===== config.mk =====
export PLATFORM = sky130hd
export DESIGN_NAME = afifo_master
export DESIGN_NICKNAME = d
export VERILOG_FILES = /design/src/rtl/afifo_pkg.sv /design/src/rtl/afifo_flag_sync.sv /design/src/rtl/afifo_wake.sv /design/src/rtl/afifo_master.sv
export SDC_FILE = /design/constraint.sdc
export NUM_CORES = 1
export LEC_CHECK = 0
export BUFFER_PORTS_ARGS = -buffer_cell sky130_fd_sc_hd__buf_2
export CORE_MARGIN = 2
export CORE_UTILIZATION = 45
export CTS_BUF_LIST = sky130_fd_sc_hd__clkbuf_8
export DETAILED_ROUTE_END_ITERATION = 10
export PLACE_DENSITY = 0.67
export SLEW_MARGIN = 20
export SYNTH_ARGS = -nofsm -noshare
export SYNTH_HDL_FRONTEND = slang
export SYNTH_SLANG_ARGS = --single-unit

===== constraint.sdc =====
create_clock -name clk -period 4.51 [get_ports clk]
set_input_delay 0.2255 -clock clk [delete_from_list [all_inputs] [get_ports clk]]
set_output_delay 0.2255 -clock clk [all_outputs]
set_load 0.02 [all_outputs]

===== src/rtl/afifo_pkg.sv =====
package afifo_pkg;
  typedef enum logic [2:0] {
    ST_IDLE,
    ST_RD_LO,
    ST_WR_SETUP,
    ST_WR_HI,
    ST_WR_LO,
    ST_GAP
  } phase_t;
endpackage


===== src/rtl/afifo_flag_sync.sv =====
module afifo_flag_sync #(
  parameter int         W   = 3,
  parameter logic [W-1:0] RST = '1
) (
  input  logic         clk,
  input  logic         rst_n,
  input  logic [W-1:0] async_i,
  output logic [W-1:0] sync_o
);
  logic [W-1:0] meta_q;
  logic [W-1:0] sync_q;

  always_ff @(posedge clk) begin
    if (!rst_n) begin
      meta_q <= RST;
      sync_q <= RST;
    end else begin
      meta_q <= async_i;
      sync_q <= meta_q;
    end
  end

  assign sync_o = sync_q;
endmodule


===== src/rtl/afifo_wake.sv =====
module afifo_wake #(
  parameter bit ENABLE      = 1'b1,
  parameter int WAKE_CYCLES = 2500000
) (
  input  logic clk,
  input  logic rst_n,
  input  logic susp_i,
  input  logic req_i,
  output logic drive_o
);
  localparam int WW = $clog2(WAKE_CYCLES + 1);

  generate
    if (ENABLE) begin : g_wake
      logic [WW-1:0] left_q;
      logic          drive_q;

      always_ff @(posedge clk) begin
        if (!rst_n) begin
          left_q  <= '0;
          drive_q <= 1'b0;
        end else if (drive_q) begin
          if (left_q == '0) drive_q <= 1'b0;
          else              left_q  <= left_q - 1'b1;
        end else if (susp_i && req_i) begin
          drive_q <= 1'b1;
          left_q  <= WW'(WAKE_CYCLES - 1);
        end
      end

      assign drive_o = drive_q;

      a_r10_wake_only_suspended: assert property (@(posedge clk) disable iff (!rst_n)
        $rose(drive_q) |-> $past(susp_i));
    end else begin : g_nowake
      logic unused_wake;
      assign unused_wake = &{1'b0, susp_i, req_i, clk, rst_n};
      assign drive_o = 1'b0;
    end
  endgenerate
endmodule


===== src/rtl/afifo_master.sv =====
module afifo_master
  import afifo_pkg::*;
#(
  parameter int DW          = 8,
  parameter int STROBE_LO   = 3,
  parameter int STROBE_HI   = 2,
  parameter int SETUP       = 2,
  parameter int HOLDOFF     = 3,
  parameter bit WAKE_EN     = 1'b1,
  parameter int WAKE_CYCLES = 2500000
) (
  input  logic          clk,
  input  logic          rst_n,
  input  logic          rxf_n_i,
  output logic          rxf_drive_o,
  input  logic          txe_n_i,
  input  logic          suspend_i,
  input  logic          wake_req_i,
  output logic          rd_n_o,
  output logic          wr_o,
  input  logic [DW-1:0] bus_i,
  output logic [DW-1:0] bus_o,
  output logic          bus_oe_o,
  output logic          rx_valid_o,
  output logic [DW-1:0] rx_data_o,
  input  logic          rx_ready_i,
  input  logic          tx_valid_i,
  input  logic [DW-1:0] tx_data_i,
  output logic          tx_ready_o
);
  localparam int CSUM = STROBE_LO + STROBE_HI + SETUP + HOLDOFF;
  localparam int CW   = $clog2(CSUM + 1);

  logic [2:0] flags_s;
  logic       rxf_ok, txe_ok, susp_q;

  afifo_flag_sync #(.W(3), .RST(3'b011)) i_sync (
    .clk     (clk),
    .rst_n   (rst_n),
    .async_i ({suspend_i, txe_n_i, rxf_n_i}),
    .sync_o  (flags_s)
  );

  assign rxf_ok = !flags_s[0];
  assign txe_ok = !flags_s[1];
  assign susp_q = flags_s[2];

  afifo_wake #(.ENABLE(WAKE_EN), .WAKE_CYCLES(WAKE_CYCLES)) i_wake (
    .clk     (clk),
    .rst_n   (rst_n),
    .susp_i  (susp_q),
    .req_i   (wake_req_i),
    .drive_o (rxf_drive_o)
  );

  phase_t         state_q;
  logic [CW-1:0]  cnt_q;
  logic           last_wr_q;
  logic [DW-1:0]  wdata_q;
  logic           rd_ok, go_rd, go_wr, idle;

  assign idle       = (state_q == ST_IDLE);
  assign rd_ok      = rxf_ok && !rx_valid_o && !susp_q && !rxf_drive_o;
  assign tx_ready_o = idle && txe_ok && !susp_q && !(rd_ok && last_wr_q);
  assign go_wr      = tx_valid_i && tx_ready_o;
  assign go_rd      = idle && rd_ok && !go_wr;

  always_ff @(posedge clk) begin
    if (!rst_n) begin
      state_q   <= ST_IDLE;
      cnt_q     <= '0;
      last_wr_q <= 1'b0;
      wdata_q   <= '0;
    end else begin
      unique case (state_q)
        ST_IDLE: begin
          if (go_wr) begin
            state_q   <= ST_WR_SETUP;
            cnt_q     <= CW'(SETUP - 1);
            wdata_q   <= tx_data_i;
            last_wr_q <= 1'b1;
          end else if (go_rd) begin
            state_q   <= ST_RD_LO;
            cnt_q     <= CW'(STROBE_LO - 1);
            last_wr_q <= 1'b0;
          end
        end
        ST_RD_LO: begin
          if (cnt_q == '0) begin
            state_q <= ST_GAP;
            cnt_q   <= CW'(HOLDOFF - 1);
          end else cnt_q <= cnt_q - 1'b1;
        end
        ST_WR_SETUP: begin
          if (cnt_q == '0) begin
            state_q <= ST_WR_HI;
            cnt_q   <= CW'(STROBE_HI - 1);
          end else cnt_q <= cnt_q - 1'b1;
        end
        ST_WR_HI: begin
          if (cnt_q == '0) begin
            state_q <= ST_WR_LO;
            cnt_q   <= CW'(STROBE_LO - 1);
          end else cnt_q <= cnt_q - 1'b1;
        end
        ST_WR_LO: begin
          if (cnt_q == '0) begin
            state_q <= ST_GAP;
            cnt_q   <= CW'(HOLDOFF - 1);
          end else cnt_q <= cnt_q - 1'b1;
        end
        ST_GAP: begin
          if (cnt_q == '0) state_q <= ST_IDLE;
          else             cnt_q   <= cnt_q - 1'b1;
        end
        default: state_q <= ST_IDLE;
      endcase
    end
  end

  // receive holding slot
  always_ff @(posedge clk) begin
    if (!rst_n) begin
      rx_valid_o <= 1'b0;
      rx_data_o  <= '0;
    end else if (state_q == ST_RD_LO && cnt_q == '0) begin
      rx_valid_o <= 1'b1;
      rx_data_o  <= bus_i;
    end else if (rx_ready_i) begin
      rx_valid_o <= 1'b0;
    end
  end

  assign rd_n_o   = (state_q != ST_RD_LO);
  assign wr_o     = (state_q == ST_WR_HI);
  assign bus_oe_o = (state_q == ST_WR_SETUP) || (state_q == ST_WR_HI) ||
                    (state_q == ST_WR_LO);
  assign bus_o    = wdata_q;

  a_r6_no_contention: assert property (@(posedge clk) disable iff (!rst_n)
    bus_oe_o |-> rd_n_o);
  a_r2_read_needs_flag: assert property (@(posedge clk) disable iff (!rst_n)
    $fell(rd_n_o) |-> $past(rxf_ok));
  a_r4_write_needs_flag: assert property (@(posedge clk) disable iff (!rst_n)
    $rose(bus_oe_o) |-> $past(txe_ok));
  a_r5_commit_driven: assert property (@(posedge clk) disable iff (!rst_n)
    $fell(wr_o) |-> bus_oe_o);
  a_r5_setup_before_rise: assert property (@(posedge clk) disable iff (!rst_n)
    $rose(wr_o) |-> $past(bus_oe_o));
  a_r3_rx_hold: assert property (@(posedge clk) disable iff (!rst_n)
    rx_valid_o && !rx_ready_i |=> rx_valid_o && $stable(rx_data_o));
  a_r9_no_read_suspended: assert property (@(posedge clk) disable iff (!rst_n)
    $fell(rd_n_o) |-> !$past(susp_q));
  a_r9_no_write_suspended: assert property (@(posedge clk) disable iff (!rst_n)
    $rose(bus_oe_o) |-> !$past(susp_q));
endmodule


Word level (Yosys, flattened, before mapping)
Cells that the tools add are included.
- bits of input ports: 24
- register bits after elaboration: 54
- output and inout bits: 22
- logic and storage cells: 83
- reductions and logical operators: 35
- eq/ne operators: 13
- add/sub/neg operators: 2
- muxes and demuxes: 23
- operators with widths (cell ; number):
    $mux 22 ; 3
    $logic_not 22->1 ; 1
    $sub 22x1->22 const B ; 1
    $mux 4 ; 5
    $mux 3 ; 6
    $pmux 4 s4 ; 1
    $pmux 3 s5 ; 1
    $logic_and 1x1->1 ; 12
    $ne 2x2->1 const B ; 4
    $logic_not 1->1 ; 7
    $mux 1 ; 7
    $eq 3x2->1 const B ; 2
    $eq 3x3->1 const B ; 2
    $reduce_and 2->1 ; 3
    $reduce_bool 2->1 ; 3
    $reduce_and 5->1 ; 1
    $logic_not 4->1 ; 1
    $ne 2x1->1 const B ; 2
    $reduce_bool 4->1 ; 1
    $sub 4x1->4 const B ; 1
    $eq 3x1->1 const B ; 1
    $logic_not 3->1 ; 1
    $ne 3x1->1 const B ; 1
    $ne 3x3->1 const B ; 1
    other kinds (4) ; 5

Longest topological paths before layout
- depth in word-level cells: 13
- gate-level depth with buffers: 7

Hierarchy
A second synthesis with hierarchy kept.
- cells, all modules: 289
- area total of the unflattened synthesis: 2631.3 µm²
- by module, submodules not included (module ; area an instance (µm²) ; sequential area each (µm²) ; cells an instance ; times used):
    afifo_wake ; 1239.9 ; 460.4 ; 139 ; 1
    afifo_master ; 1233.7 ; 500.5 ; 138 ; 1
    afifo_flag_sync ; 157.7 ; 120.1 ; 12 ; 1

Least setup slack after synthesis
Ideal clock, no wire load.
- kind: register -> output
- from: register i_wake.g_wake.drive_q (netlist: i_wake.drive_o)
- to: output tx_ready_o
- data arrival time: 1.860 ns
- cell stages (with the launch flop): 4
- buffers on the path: 1
- setup slack: 2.424 ns
- cells stage by stage: dfxtp_1 buf_4 nor4_1 a2111oi_0
- word-level cells in the longest chain between the ends: 5
- RTL lines (element ; RTL line ; source):
    start: declaration ; afifo_wake.sv:16 ; logic drive_q;
    start signal: assignment ; afifo_wake.sv:21 ; drive_q <= 1'b0;
    start signal: assignment ; afifo_wake.sv:23 ; if (left_q == '0) drive_q <= 1'b0;
    start signal: assignment ; afifo_wake.sv:26 ; drive_q <= 1'b1;
    $logic_not 1->1 ; afifo_master.sv:63 ; assign rd_ok = rxf_ok && !rx_valid_o && !susp_q && !rxf_drive_o;
    $logic_and 1x1->1 ; afifo_master.sv:63 ;
    $logic_and 1x1->1 ; afifo_master.sv:64 ; assign tx_ready_o = idle && txe_ok && !susp_q && !(rd_ok && last_wr_q);
    $logic_not 1->1 ; afifo_master.sv:64 ;
    $logic_and 1x1->1 ; afifo_master.sv:64 ;
    end: declaration ; afifo_master.sv:29 ; output logic tx_ready_o
Every way passes these cells.

Final worst setup path
Ends and elaborated chain as after synthesis.

==> impl_metrics.csv <==
group,metric,value,unit
yosys,synth_ff_type,"dfxtp_1",
placement,dp_worst_setup_slack,2.39,ns
routing,wl,5.24,mm
worst_setup_path,path_class,"reg2out",
clock_network,ctsResizeCount,0,
clock_network,cts.sinks,54,
yosys,syn_area,2520,sq um
pwr,leakage,1.09,nW
yosys,yosysUniqueCellTypes,51,
worst_setup_path,path_cells,"nor4_1 -> a2111oi_0 -> buf_2",
yosys,synth-seq-area-share,42.9,%
routing,antenna_left,0,
sta,clock.fmax,450,MHz
grt,grt_pass1_wl,8.78,mm
worst_setup_path,max_stage_delay,0.80,ns
die,pin_count,46,
grt,grtUsageTotal,17.4,%
placement,port_buffers,45,
layout,finalNetCount,350,
pwr,ir_drop,0.207,mV
routing,drc,0,
sta,layout_setup_ws,2.29,ns
layout,area_delta_synth_final,14.0,%
die,die_y,78.8,microns
die,dieArea,6210,sq um
yosys,syn_nets,310,
sta,hold_viol,0,
worst_setup_path,critPathTopFamily,"simple AND/OR/NAND/NOR gates",
yosys,synth_area_leaders,"dfxtp_1, a21oi_1, nand2_1",
clock_network,clk_pin_slew,0.09,ns
placement,place_hpwl,3.66,mm
clock_network,h-tree-depth,2,
sta,worst_pin_slew,0.934,ns
layout,drive_gt1_share,21.1,%
routing,vias_per_cell,5.45,
sta,period_share,49.3,%
grt,grt_pass1_vias,2005,
run,timing.max_cap.violations,0,
pwr,total_power,0.00131,W
layout,layout_commonest_cell,"dfxtp_1",
worst_setup_path,worst-path-max-fanout,10,
worst_setup_path,end_kind,"primary output",
yosys,synth_top_cell_by_area,"dfxtp_1",
worst_setup_path,cp-start-kind,"register",
worst_setup_path,path_buf_inv,1,
layout,layout_common_cells,"dfxtp_1, buf_2, nor2_1, nand2_1, a21oi_1",
sta,whs,0.0940,ns
layout,fill_cells,524,
worst_setup_path,crit_path_top_delay_cell,"nor4_1",
outcome,outcome,"finished, final reports clean",
clock_network,clkLatencyLatePin,0.30,ns
die,start_util,46.0,%
routing,vias,2151,
yosys,syn_inst,283,
sta,rsz0062_at_grt,"no",
routing,dr.pass1.iters,4,
sta,setup_viol,0,
worst_setup_path,critPathRequiredTime,4.28,ns
grt,grt-ovfl-total,0,
yosys,syn_area_per_cell,8.90,sq um
min_path,min_path_type,"in2reg",
die,core_area,5470,sq um
sta,worst_slew_margin_rel,37.1,%
yosys,synth_edf_count,0,
sta,setup_tns,0,ns
yosys,synth_top_area_share,42.9,%
layout,finish.cell_count_without_fillers,395,
clock_network,cts_root_buf,"clkbuf_8",
routing,drt_iter0_drc,77,
sta,timing.final.crit_period,2.22,ns
die,rows,27,
yosys,synth-seq-cells,54,
yosys,synth_warnings,0,
clock_network,clockBufferDepth,2,
clock_network,cts_buffers,5,
clock_network,hold_buffers,0,
worst_setup_path,crit_arrival,2.00,ns
clock_network,post_cts_buffers,0,
yosys,synthArstFlopShare,0,%
routing,wl_per_cell,13.3,microns
layout,diodes,0,
placement,dp.cells,388,
clock_network,cts_tree,"done",
pwr,power_density,457,nW/um^2
die,die_w,78.8,microns
placement,gp_congestion,0.828,
sta,fin_skew,0.00797,ns
sta,slew_viol_final,0,
grt,antenna_found_initial,0,
grt,grt_max_degree,22,
==> cell type report <==
class,instances,area (sq um),area share (%)
timing repair buffer,46,233,8.10
sequential,54,1080,37.6
clock buffer,6,82.6,2.88
multi-input combinational,208,1330,46.1
inverter,8,30.0,1.05
clock inverter,1,30.0,1.05
tap,72,90.1,3.14
==> per-layer routing <==
| layer | track usage [%] | vias to the layer above | part of all wire, % |
|---|---|---|---|
| met5 | 0 | - | 0 |
| met1 | 23.1 | 985 | 52 |
| met2 | 27.9 | 49 | 42 |
| met3 | 4.09 | 8 | 4.5 |
| met4 | 6.21 | 0 | 1.4 |
| li1 | - | 1109 | - |
==> final timing paths <==
| check | slack (ns) | cells after the start | startpoint | end |
|---|---|---|---|---|
| setup / recovery | 2.29 | 3 | i_wake.drive_o | tx_ready_o |
| hold / removal | 0.09 | 2 | txe_n_i | i_sync.meta_q[1] |
| hold reg to reg | 0.42 | 1 | i_sync.meta_q[0] | i_sync.sync_o[0] |
| setup reg to reg | 2.38 | 4 | state_q[2] | bus_o[4] |
==> cell usage after synthesis (all sizes together), types with 6 or more instances <==
cell type  count
a211oi         8
a21oi         26
clkbuf         9
dfxtp         54
inv            8
mux2i          9
nand2         26
nand2b        10
nand3          6
nor2          26
nor3          11
nor4           9
o21ai          9
==> where the power goes <==
group	switching, W	internal (W)
logic	0.000247	0.000161
registers	0.0000558	0.000526
clock network	0.000146	0.000178
total	0.000449	0.000864
==> worst register-to-register path: cells and delay by family (launching register included) <==
kind,cells,cell delay (ns)
flip-flops,1,0.45
multiplexers,1,0.29
AND/OR/NAND/NOR,2,0.52
AO/OA/AOI/OAI,1,0.74
==> sequential cells by signal, indices dropped and copies added (netlist names) <==
register              flops
bus_o                     8
cnt_q                     4
i_sync.meta_q             3
i_sync.sync_o             3
i_wake.drive_o            1
i_wake.g_wake.left_q     22
last_wr_q                 1
rx_data_o                 8
rx_valid_o                1
state_q                   3
==> per-stage QoR <==
step	utilization (%)	area, sq um
2_1_floorplan	-	2520
3_3_place_gp	50.4	2760
3_5_place_dp	50.4	2760
4_1_cts	52.5	2870
5_1_grt	52.5	2870
6_report	52.5	2870
==> logic make-up (layout without fill, tap and decap cells) <==
group	Yosys count	after routing	share of synthesized area, %
AOI/OAI and AO/OA	70	70	18.1
adders and majority gates	3	3	1.49
and+or+nand+nor	117	117	26.0
buffers and inverters	21	61	4.72
muxes	10	10	4.02
xor gates and xnor gates	8	8	2.78
DFF	54	54	42.9
Note: power is estimated with default switching activity, not from simulation.
